**config.mk**
```make
export PLATFORM = sky130hd
export DESIGN_NAME = alu8_core
export DESIGN_NICKNAME = d
export VERILOG_FILES = /design/src/rtl/alu8_pkg.sv /design/src/rtl/alu8_addsub.sv /design/src/rtl/alu8_logic.sv /design/src/rtl/alu8_flagreg.sv /design/src/rtl/alu8_core.sv
export SDC_FILE = /design/constraint.sdc
export NUM_CORES = 1
export LEC_CHECK = 0
export ABC_AREA = 1
export BUFFER_PORTS_ARGS = -buffer_cell sky130_fd_sc_hd__buf_4
export CORE_ASPECT_RATIO = 0.6
export CORE_MARGIN = 1
export CORE_UTILIZATION = 27
export DETAILED_ROUTE_END_ITERATION = 7
export PLACE_DENSITY_LB_ADDON = 0.12
export SLEW_MARGIN = 30
export SYNTH_ARGS = -nofsm -noshare
export SYNTH_HDL_FRONTEND = slang
export SYNTH_SLANG_ARGS = --single-unit
```
**constraint.sdc**
```tcl
create_clock -name clk -period 4.1 [get_ports clk]
set_clock_uncertainty 0.15 [all_clocks]
set_input_delay 0.82 -clock clk [delete_from_list [all_inputs] [get_ports clk]]
set_output_delay 0.82 -clock clk [all_outputs]
set_load 0.01 [all_outputs]
```
**src/rtl/alu8_pkg.sv**
```systemverilog
package alu8_pkg;

  typedef enum logic [3:0] {
    OP_ADD = 4'd0,
    OP_ADC = 4'd1,
    OP_SUB = 4'd2,
    OP_SBB = 4'd3,
    OP_AND = 4'd4,
    OP_XOR = 4'd5,
    OP_OR  = 4'd6,
    OP_CMP = 4'd7,
    OP_RLC = 4'd8,
    OP_RRC = 4'd9,
    OP_CMA = 4'd10,
    OP_INC = 4'd11,
    OP_DEC = 4'd12
  } alu_op_e;

  typedef struct packed {
    logic s;
    logic z;
    logic ac;
    logic p;
    logic cy;
  } alu_flags_t;

endpackage

```
**src/rtl/alu8_addsub.sv**
```systemverilog
module alu8_addsub #(
  parameter int W = 8
) (
  input  logic [W-1:0] a,
  input  logic [W-1:0] b,
  input  logic         sub,
  input  logic         cin,
  output logic [W-1:0] res,
  output logic         cout,
  output logic         hcout
);
  localparam int H = W / 2;

  logic [W:0] full;
  logic [H:0] half;

  always_comb begin
    if (sub) begin
      full = {1'b0, a} - {1'b0, b} - {{W{1'b0}}, cin};
      half = {1'b0, a[H-1:0]} - {1'b0, b[H-1:0]} - {{H{1'b0}}, cin};
    end else begin
      full = {1'b0, a} + {1'b0, b} + {{W{1'b0}}, cin};
      half = {1'b0, a[H-1:0]} + {1'b0, b[H-1:0]} + {{H{1'b0}}, cin};
    end
  end

  assign res   = full[W-1:0];
  assign cout  = full[W];
  assign hcout = half[H];

endmodule

```
**src/rtl/alu8_logic.sv**
```systemverilog
module alu8_logic
  import alu8_pkg::*;
#(
  parameter int W = 8
) (
  input  logic [3:0]   op,
  input  logic [W-1:0] a,
  input  logic [W-1:0] b,
  output logic [W-1:0] res
);
  always_comb begin
    case (op)
      OP_AND:  res = a & b;
      OP_XOR:  res = a ^ b;
      OP_OR:   res = a | b;
      OP_RLC:  res = {a[W-2:0], a[W-1]};
      OP_RRC:  res = {a[0], a[W-1:1]};
      OP_CMA:  res = ~a;
      default: res = a;
    endcase
  end
endmodule

```
**src/rtl/alu8_flagreg.sv**
```systemverilog
module alu8_flagreg
  import alu8_pkg::*;
(
  input  logic       clk,
  input  logic       rst_n,
  input  logic       load,
  input  alu_flags_t d,
  output alu_flags_t q
);
  always_ff @(posedge clk or negedge rst_n) begin
    if (!rst_n) begin
      q <= '0;
    end else if (load) begin
      q <= d;
    end
  end
endmodule

```
**src/rtl/alu8_core.sv**
```systemverilog
module alu8_core
  import alu8_pkg::*;
#(
  parameter int W = 8
) (
  input  logic         clk,
  input  logic         rst_n,
  input  logic         alu_en,
  input  logic [3:0]   alu_op,
  input  logic [W-1:0] acc_in,
  input  logic [W-1:0] tmp_in,
  output logic [W-1:0] result,
  output logic         res_we,
  output logic         flag_s,
  output logic         flag_z,
  output logic         flag_ac,
  output logic         flag_p,
  output logic         flag_cy
);
  localparam logic [W-1:0] ONE = {{(W-1){1'b0}}, 1'b1};

  alu_flags_t fq, fd;
  logic [W-1:0] as_a, as_b, as_res, lg_res, szp_val;
  logic as_sub, as_cin, as_co, as_hc;
  logic op_valid, writes;

  // operand steering for the shared adder
  always_comb begin
    as_a   = acc_in;
    as_b   = tmp_in;
    as_sub = 1'b0;
    as_cin = 1'b0;
    case (alu_op)
      OP_ADC: as_cin = fq.cy;
      OP_SUB, OP_CMP: as_sub = 1'b1;
      OP_SBB: begin as_sub = 1'b1; as_cin = fq.cy; end
      OP_INC: begin as_a = tmp_in; as_b = ONE; end
      OP_DEC: begin as_a = tmp_in; as_b = ONE; as_sub = 1'b1; end
      default: ;
    endcase
  end

  alu8_addsub #(.W(W)) u_addsub (
    .a(as_a), .b(as_b), .sub(as_sub), .cin(as_cin),
    .res(as_res), .cout(as_co), .hcout(as_hc)
  );

  alu8_logic #(.W(W)) u_logic (
    .op(alu_op), .a(acc_in), .b(tmp_in), .res(lg_res)
  );

  // result select and next-flag computation
  always_comb begin
    result   = acc_in;
    writes   = 1'b0;
    op_valid = 1'b1;
    szp_val  = as_res;
    fd       = fq;
    case (alu_op)
      OP_ADD, OP_ADC, OP_SUB, OP_SBB: begin
        result = as_res;
        writes = 1'b1;
        fd.ac  = as_hc;
        fd.cy  = as_co;
      end
      OP_CMP: begin
        fd.ac = as_hc;
        fd.cy = as_co;
      end
      OP_AND, OP_XOR, OP_OR: begin
        result  = lg_res;
        writes  = 1'b1;
        szp_val = lg_res;
        fd.ac   = 1'b0;
        fd.cy   = 1'b0;
      end
      OP_RLC: begin
        result = lg_res;
        writes = 1'b1;
        fd.cy  = acc_in[W-1];
      end
      OP_RRC: begin
        result = lg_res;
        writes = 1'b1;
        fd.cy  = acc_in[0];
      end
      OP_CMA: begin
        result = lg_res;
        writes = 1'b1;
      end
      OP_INC, OP_DEC: begin
        result = as_res;
        writes = 1'b1;
        fd.ac  = as_hc;
      end
      default: op_valid = 1'b0;
    endcase
    if (op_valid && alu_op != OP_RLC && alu_op != OP_RRC && alu_op != OP_CMA) begin
      fd.s = szp_val[W-1];
      fd.z = ~|szp_val;
      fd.p = ~^szp_val;
    end
  end

  assign res_we = alu_en & writes;

  alu8_flagreg u_flags (
    .clk(clk), .rst_n(rst_n), .load(alu_en & op_valid), .d(fd), .q(fq)
  );

  assign flag_s  = fq.s;
  assign flag_z  = fq.z;
  assign flag_ac = fq.ac;
  assign flag_p  = fq.p;
  assign flag_cy = fq.cy;

endmodule

```
# Yosys cells after proc, flatten, opt, wreduce, memory -nomap -nowiden
# Index checks and enable logic that the tools add are counted.
[word_totals]
output_inout_bits = 14
ff_bits = 5
[op_classes]
bitwise = 6
muxes = 13
eq_ne = 15
n_addsub = 8
n_reduce_logical = 22
[ops]
columns = ["op", "count"]
rows = [
  ["$pmux W8 S6", 1],
  ["$mux W8", 3],
  ["$eq A4 B4 Y1 const B", 5],
  ["$eq A4 B3 Y1 const B", 4],
  ["$pmux W8 S2", 1],
  ["$reduce_or A13 Y1", 1],
  ["$ne A4 B4 Y1 const B", 3],
  ["$reduce_or A12 Y1", 1],
  ["$reduce_or A6 Y1", 2],
  ["$add A8 B8 Y9", 1],
  ["$add A9 B1 Y9", 1],
  ["$mux W9", 1],
  ["$sub A8 B8 Y9", 1],
  ["$sub A9 B1 Y9", 1],
  ["$and A8 B8 Y8", 1],
  ["$eq A4 B2 Y1 const B", 2],
  ["$not A8 Y8", 1],
  ["$or A8 B8 Y8", 1],
  ["$reduce_or A8 Y1", 1],
  ["$reduce_xnor A8 Y1", 1],
  ["$xor A8 B8 Y8", 1],
  ["$reduce_or A7 Y1", 1],
  ["$reduce_and A2 Y1", 3],
  ["$add A4 B4 Y5", 1],
  ["other kinds (18)", 25],
]

# Logic depth before layout (Yosys ltp)
# Gate-level depths: netlist of the first run.
[depth]
word_depth = 9
mapped_depth = 25
mapped_depth_nobuf = 24

# Hierarchy
# From an unflattened synthesis of the first run, not the netlist that was laid out.
[hier_totals]
cells_unflattened = 523
hier_area_um2 = 2829.0
[modules_own_cells]
columns = ["module", "instances", "cells_per_inst", "area_per_inst_um2"]
rows = [
  ["alu8_addsub", 1, 176, 997.2],
  ["alu8_logic", 1, 164, 882.1],
  ["alu8_core", 1, 162, 764.5],
  ["alu8_flagreg", 1, 21, 185.2],
]

# Least setup slack after synthesis of the first run
# OpenSTA, ideal clock, no wires.
[synth_timing]
path_kind = "input-to-output"
startpoint = "input port alu_op[1]"
endpoint = "output port result[6]"
slack_ns = -0.324
n_path_buf = 1
path_stages = 19
required_ns = 3.130
t_arrival_ns = 3.454
cell_sequence = "nor2_1 -> nand2_1 -> nand2_2 -> clkbuf_1 -> o21ai_0 -> fa_1 -> fa_1 -> inv_1 -> o21ai_0 -> nand2_1 -> nand2_1 -> nand2_1 -> a21oi_1 -> nor2_1 -> nor2_1 -> nand2_1 -> o21ai_1 -> nand2_1 -> o21ai_0"
[synth_via]
elab_chain_cells = 7
word_cells_on_any_way = 29
[synth_rtl]
columns = ["element", "line_no", "rtl"]
rows = [
  ["start, declared", "alu8_core.sv:9", "input logic [3:0] alu_op,"],
  ["$eq A4 B4 Y1", "alu8_core.sv:33, alu8_core.sv:59", ""],
  ["$reduce_or A2 Y1 (no source line)", "-", ""],
  ["$mux W8", "alu8_core.sv:33", "case (alu_op)"],
  ["$add A8 B8 Y9 or $sub A8 B8 Y9 (tied branches)", "alu8_addsub.sv:22, alu8_addsub.sv:19", ""],
  ["$add A9 B1 Y9 or $sub A9 B1 Y9 (tied branches)", "alu8_addsub.sv:22, alu8_addsub.sv:19", ""],
  ["$mux W9", "alu8_addsub.sv:18", "if (sub) begin"],
  ["$pmux W8 S2 (*)", "alu8_core.sv:59", "case (alu_op)"],
  ["end, declared", "alu8_core.sv:12", "output logic [W-1:0] result,"],
]
# Every way passes the cells marked *; elsewhere a longest branch is shown, timed or not.

# Worst setup path after layout of the first run
[layout_timing]
startpoint = "input port alu_op[0]"
endpoint = "output port result[6]"
# Same word-level chain as after synthesis.

==> results of run 1 <==
==> worst register-to-register path: stages (launching register included) <==
cell	delay (ps)
dfrtp_1	390
nand3_1	110
inv_1	80
fa_2	400
fa_2	380
inv_2	80
o21ai_4	60
nand2_2	70
nand2_2	60
nand2_2	70
a21oi_2	50
nor2_1	80
nor2_1	40
nand2_1	100
o21ai_2	80
a21oi_1	190
ha_1	270
xnor2_1	140
xnor2_1	240
o21ai_0	120
==> kinds of logic (layout without fill, tap and decap cells) <==
group,after synthesis,in the layout,share of synthesized area
compound gates,84,84,0.225
xor+xnor,5,5,0.0203
fa+ha+maj,43,43,0.263
buf+inv,71,181,0.124
flops,5,5,0.0579
mux,1,1,0.00463
simple gates,152,153,0.305
==> power by group through the flow <==
stage          logic [W]  clock network (W)  registers [W]
2_1_floorplan   0.000315                  0      0.0000734
3_3_place_gp    0.000561                  0      0.0000686
3_5_place_dp    0.000564                  0      0.0000688
4_1_cts         0.000617           0.000162      0.0000688
5_1_grt         0.000762           0.000167      0.0000698
6_report        0.000698           0.000159      0.0000685
==> timing repair <==
action | in CTS | in global routing
gates resized for setup | 56 | 59
hold endpoints to repair | 0 | 0
buffers inserted | 14 | 6
pin swaps | 23 | 39
cloned | 1 | 0
endpoints found under the setup margin | 8 | 9
==> cell type report <==
type	instances	share of cell area
tap	104	0.0359
timing repair buffer	110	0.241
multi-input combinational	286	0.595
clock buffer	4	0.0218
sequential	5	0.0346
inverter	67	0.0722
==> per-stage QoR <==
stage          utilization  total power, W  cells  hold WS, ps  TNS, ps
5_1_grt              0.482        0.000999    576          239     -771
2_1_floorplan            -        0.000388    361          366        0
6_report             0.482        0.000925    576          241     -139
3_3_place_gp         0.394        0.000630    552          329    -2000
4_1_cts              0.445        0.000848    571          239    -83.3
3_5_place_dp         0.394        0.000633    552          333    -2420
==> final timing paths <==
path                              start           end  slack, ps  cells past startpoint
max in group asynchronous         rst_n  u_flags.q[4]       3450                      1
min in group clk           u_flags.q[4]  u_flags.q[4]        350                      2
min                               rst_n  u_flags.q[0]        240                      1
max reg2reg                u_flags.q[0]  u_flags.q[1]        810                     19
max                           alu_op[0]     result[6]        -40                     22
min reg2reg                u_flags.q[4]  u_flags.q[4]        350                      2
==> cells in the final DEF (no fill, tap or decap), drive strengths merged, types with 2 or more instances in the layout <==
cell | netlist | layout
a31oi | 3 | 3
ha | 39 | 39
fa | 4 | 4
xnor2 | 2 | 2
clkbuf | 2 | 4
o21ai | 27 | 27
a22o | 2 | 2
inv | 67 | 67
nand2 | 88 | 89
nand3 | 24 | 24
xor2 | 3 | 3
nor2 | 32 | 32
nor4 | 2 | 2
buf | 2 | 110
o211ai | 3 | 3
dfrtp | 5 | 5
a21oi | 29 | 29
o22ai | 13 | 13
nor3 | 3 | 3
nand4 | 2 | 2
==> metal layers <==
metal / part of all wire / vias up / wire (µm) / global-route usage
li1: - / 1418 / - / -
met1: 0.52 / 1322 / 4640 / 0.323
met2: 0.41 / 102 / 3660 / 0.300
met3: 0.068 / 4 / 609 / 0.0287
met4: 0.0050 / 0 / 45 / 0.0299
met5: 0 / - / 0 / 0
==> qor.yml, run 1 <==
syn_inst: 361
fin_crit_ps: 4140
synth-main-ff-cell: "dfrtp_1"
gp_congestion: 0.894
cap_violations: 0
crit_path_max_fanout: 4
worst_slack_ps: -40.8
regArea_um2: 125
fp.dieW_um: 118
yosysWarnings: 0
viasPerCell: 4.94
syn_area_um2: 2160
finalSetupViolCount: 5
crit_chain: "buf_8 -> nand2_4 -> inv_4 -> nand2_8 -> nand2_8 -> nor2_4 -> inv_2 -> fa_2 -> fa_2 -> inv_2 -> o21ai_4 -> nand2_2 -> nand2_2 -> nand2_2 -> a21oi_2 -> nor2_1 -> nor2_1 -> nand2_1 -> o21ai_2 -> nand2_1 -> o21ai_1 -> buf_4"
p_int_w: 0.000515
cts_made_buffers: 3
nNetsFinal: 539
grt_first_pass_wirelength_um: 13700
finalCritPeriodShare: 1.01
violations: "negative setup slack"
power_frac_clock: 0.172
avgRoutedWirePerCell_um: 15.6
cts_num_sinks: 5
stdcell_area_um2: 3620
yosysTopAreaCell: "ha_1"
antenna_cells: 0
cp-start-kind: "input port"
postSynthAreaPerCell_um2: 5.99
maxSlewHeadroom: 0.550
drc: 0
power_frac_comb: 0.754
critPathTopFamily: "simple AND/OR/NAND/NOR gates"
rsz0062_at_grt: "yes"
reg.largest.list: "u_flags.q (5)"
p_leak_nw: 1.86
cp.required_ps: 3130
firstDrtPassIters: 5
ys_ff_latch: 5
drt-total-wl_um: 8960
synth_common_cells: "nand2_1 (83), inv_1 (62), ha_1 (39)"
cp_common_cell: "nand2_2"
pwr_density_cell_nw_per_um2: 255
cp_num_buf_inv: 5
antenna_found_initial: 0
coreArea_um2: 7510
area_growth_pct: 67.4
max_freq_mhz: 241
dp_slack_ps: -468
grt_pass1_vias: 2664
cts_max_level: 1
synth-edff-count: 0
io_buffers: 36
yosysTopAreaCellShare: 0.226
ys_types: 36
regMostFlops: "u_flags.q"
crit_slowest_cell: "fa_2"
clk-insertion-delay-late_ps: 220
switching_power_w: 0.000410
die_h_um: 71.3
async_flop_share: 1.00
ir_worst_vdd_uv: 152
drv_slew: 0
place_hpwl_um: 6820
gr-total-overflow: 0
cts_tree: "yes"
ios: 37
status: "finished with violations"
ys_seq_area_frac: 0.0579
cpPeakStageDelay_ps: 420
cts-root-buf: "clkbuf_16"
p_sw_frac: 0.443
tightest_slew_ps: 675
clk_pin_slew_ps: 30
die_area_um2: 8380
largest_reg_flops: 5
clk_path_buf_depth: 2
crit_type: "input port to output pin"
multi_input_area_um2: 2150
ctsHoldBuffers: 0
drtIter0Drc: 194
layout-drive-gt1-share: 0.422
grt_usage: 0.207
placed_area_um2: 2960
rows: 24
vias: 2846
hold_class: "input port to async pin"
fillCellCount: 763
initial_utilization: 0.288
synth_area_leaders: "ha_1 (23%), nand2_1 (14%), inv_1 (11%)"
synth.most_common_cell: "nand2_1"
worstPathArrival_ps: 3170
synth_nets: 427
end_kind: "output pin"
detail-route-antenna-nets: 0
grt_max_degree: 14
p_seq_frac: 0.074
hold_viol: 0
No activity file was read; power rests on OpenSTA's default activity.
==> run 2, diff against run 1 <==
--- a/config.mk
+++ b/config.mk
@@ -15,4 +15,5 @@
 export SLEW_MARGIN = 30
 export SYNTH_ARGS = -nofsm -noshare
 export SYNTH_HDL_FRONTEND = slang
+export SYNTH_HIERARCHICAL = 1
 export SYNTH_SLANG_ARGS = --single-unit
==> run 2 against run 1 <==
  * The flow still finishes with violations (negative setup slack)
  * Largest cell class unchanged
  * Die area up 30%
  * Sequential cell count unchanged
  * Worst setup slack better by 1.9 ps
==> qor.yml, run 2 <==
synth_common_cells: "nand2_1 (169), inv_1 (87), nand3_1 (79)"
synth-edff-count: 0
clk_path_buf_depth: 2
drv_slew: 0
cp.required_ps: 3130
crit_type: "input port to output pin"
ys_seq_area_frac: 0.0442
regMostFlops: "u_flags/q"
postSynthAreaPerCell_um2: 5.41
r2r_cells: 25
yosysTopAreaCellShare: 0.224
grt_pass1_vias: 3298
detail-route-antenna-nets: 0
initial_utilization: 0.282
grt_usage: 0.186
worstPathArrival_ps: 3170
antenna_cells: 0
clk_pin_slew_ps: 30
die_h_um: 81.3
die_area_um2: 10900
synth.most_common_cell: "nand2_1"
hold_class: "input port to async pin"
syn_inst: 523
pwr_density_cell_nw_per_um2: 248
io_buffers: 36
synth-main-ff-cell: "dfrtp_1"
cts_made_buffers: 3
cap_violations: 0
viasPerCell: 4.62
async_flop_share: 1.00
violations: "negative setup slack"
worst-r2r-setup-slack_ps: 690
tightest_slew_ps: 636
gp_congestion: 0.868
r2r-end: "u_flags/q[1]"
dp_slack_ps: -373
gr-total-overflow: 0
ios: 37
critPathLaunch: "alu_op[3]"
area_growth_pct: 48.8
status: "finished with violations"
coreArea_um2: 10000
cp-start-kind: "input port"
layout_common_cells: "nand2_1 (151), buf_4 (100), inv_1 (80)"
finalSetupViolCount: 1
ys_types: 26
fp.dieW_um: 134
finalCritPeriodShare: 1.01
nNetsFinal: 696
worst_slack_ps: -39.0
crit_path_max_fanout: 6
drtIter0Drc: 209
cts_num_sinks: 5
grt_first_pass_wirelength_um: 16100
antenna_found_initial: 0
maxSlewHeadroom: 0.576
fin_crit_ps: 4140
grt_max_degree: 25
crit_end: "result[6]"
syn_area_um2: 2830
drc: 0
max_freq_mhz: 242
yosysTopAreaCell: "nand2_1"
rsz0062_at_grt: "yes"
cts-root-buf: "clkbuf_16"
cts_max_level: 1
final_common_cell: "nand2_1"
cts_tree: "yes"
p_leak_nw: 2.38
reg.largest.list: "u_flags/q (5)"
synth_nets: 591
end_kind: "output pin"
synth_area_leaders: "nand2_1 (22%), ha_1 (18%), nand3_1 (14%)"
r2r-start: "u_flags/q[0]"
clk-insertion-delay-late_ps: 230
largest_reg_flops: 5
place_hpwl_um: 7970
vias: 3524
hold_viol: 0
ctsHoldBuffers: 0
drt-total-wl_um: 10000
dp_cells: 745
fin_cells: 762
ys_ff_latch: 5
rows: 28
firstDrtPassIters: 4
avgRoutedWirePerCell_um: 13.2
layout-drive-gt1-share: 0.337
ir_worst_vdd_uv: 228
yosysWarnings: 6
-- run 2: cell count changes after synthesis, moves of 4 or more --
| cell | previous run | this run |
|---|---|---|
| o21ai_0 | 25 | 20 |
| a21oi_1 | 29 | 20 |
| nand2_1 | 83 | 169 |
| o22ai_1 | 13 | 0 |
| nor2_1 | 29 | 42 |
| nand3_1 | 22 | 79 |
| inv_1 | 62 | 87 |
| or2_0 | 0 | 7 |
| inv_2 | 5 | 9 |
| a21oi_2 | 0 | 6 |
-- run 2: where the power goes --
| group | internal [W] | leakage (nW) | switching [W] |
|---|---|---|---|
| logic | 0.000363 | 2.27 | 0.000449 |
| registers | 0.0000610 | 0.0659 | 0.0000106 |
| clock network | 0.000129 | 0.0382 | 0.0000300 |
| total | 0.000552 | 2.38 | 0.000490 |
-- run 2: cell type report --
| class | count | area [µm²] |
|---|---|---|
| clock buffer | 4 | 78.8 |
| inverter | 96 | 365 |
| multi-input combinational | 413 | 2610 |
| fill | 1112 | 5810 |
| tap | 135 | 169 |
| sequential | 5 | 125 |
| timing repair buffer | 109 | 860 |
-- run 2: worst min path at each step --
stage / slack (ps) / startpoint / cells past startpoint / endpoint
final: 240 / rst_n / 1 / u_flags/q[2]
after global routing: 240 / rst_n / 1 / u_flags/q[2]
after CTS: 240 / rst_n / 1 / u_flags/q[2]
after detailed placement: 350 / u_flags/q[4] / 2 / u_flags/q[4]
after global placement: 350 / u_flags/q[1] / 2 / u_flags/q[1]
after floorplan: 370 / rst_n / 0 / u_flags/q[0]
-- run 2: repair_timing --
action,CTS,global route
cloned,1,0
gates resized for setup,56,43
setup buffers,9,4
setup endpoints to repair,9,7
pin swaps,24,34
-- run 2: critical path, stage by stage --
cell,delay (ps)
buf_8,80
inv_4,30
nor2_4,130
nand2_4,110
nand2_8,110
nor2_4,40
a21oi_2,120
inv_2,70
fa_2,420
fa_2,380
nand2_2,90
nand2_2,60
nand2_4,90
a21oi_2,70
inv_1,50
nand2_1,50
nand3_2,60
nand2_2,70
nand2_2,80
nand3_2,100
buf_6,140
-- run 2: routing by layer --
metal / up-vias / global-route usage / share of wire
met5: - / 0 / 0
li1: 1841 / - / -
met2: 77 / 0.298 / 0.42
met1: 1606 / 0.279 / 0.55
met3: 0 / 0.0112 / 0.033
met4: 0 / 0.0157 / 0
-- run 2: per-stage QoR --
stage                     utilization  hold WS (ps)  power [W]  instance area (µm²)  setup TNS [ps]
final                           0.420           238    0.00104                 4210           -39.0
after global routing            0.420           235    0.00114                 4210            -593
after CTS                       0.404           237   0.000988                 4050           -54.0
after detailed placement        0.364           348   0.000754                 3640           -2080
after global placement          0.364           347   0.000750                 3640           -1920
after floorplan                     -           373   0.000470                 2830               0
-- run 2: kinds of logic after synthesis --
logic type	share of synthesized area
flops	0.0442
xor+xnor	0.00929
buf+inv	0.157
fa+ha+maj	0.210
compound gates	0.0920
simple gates	0.488
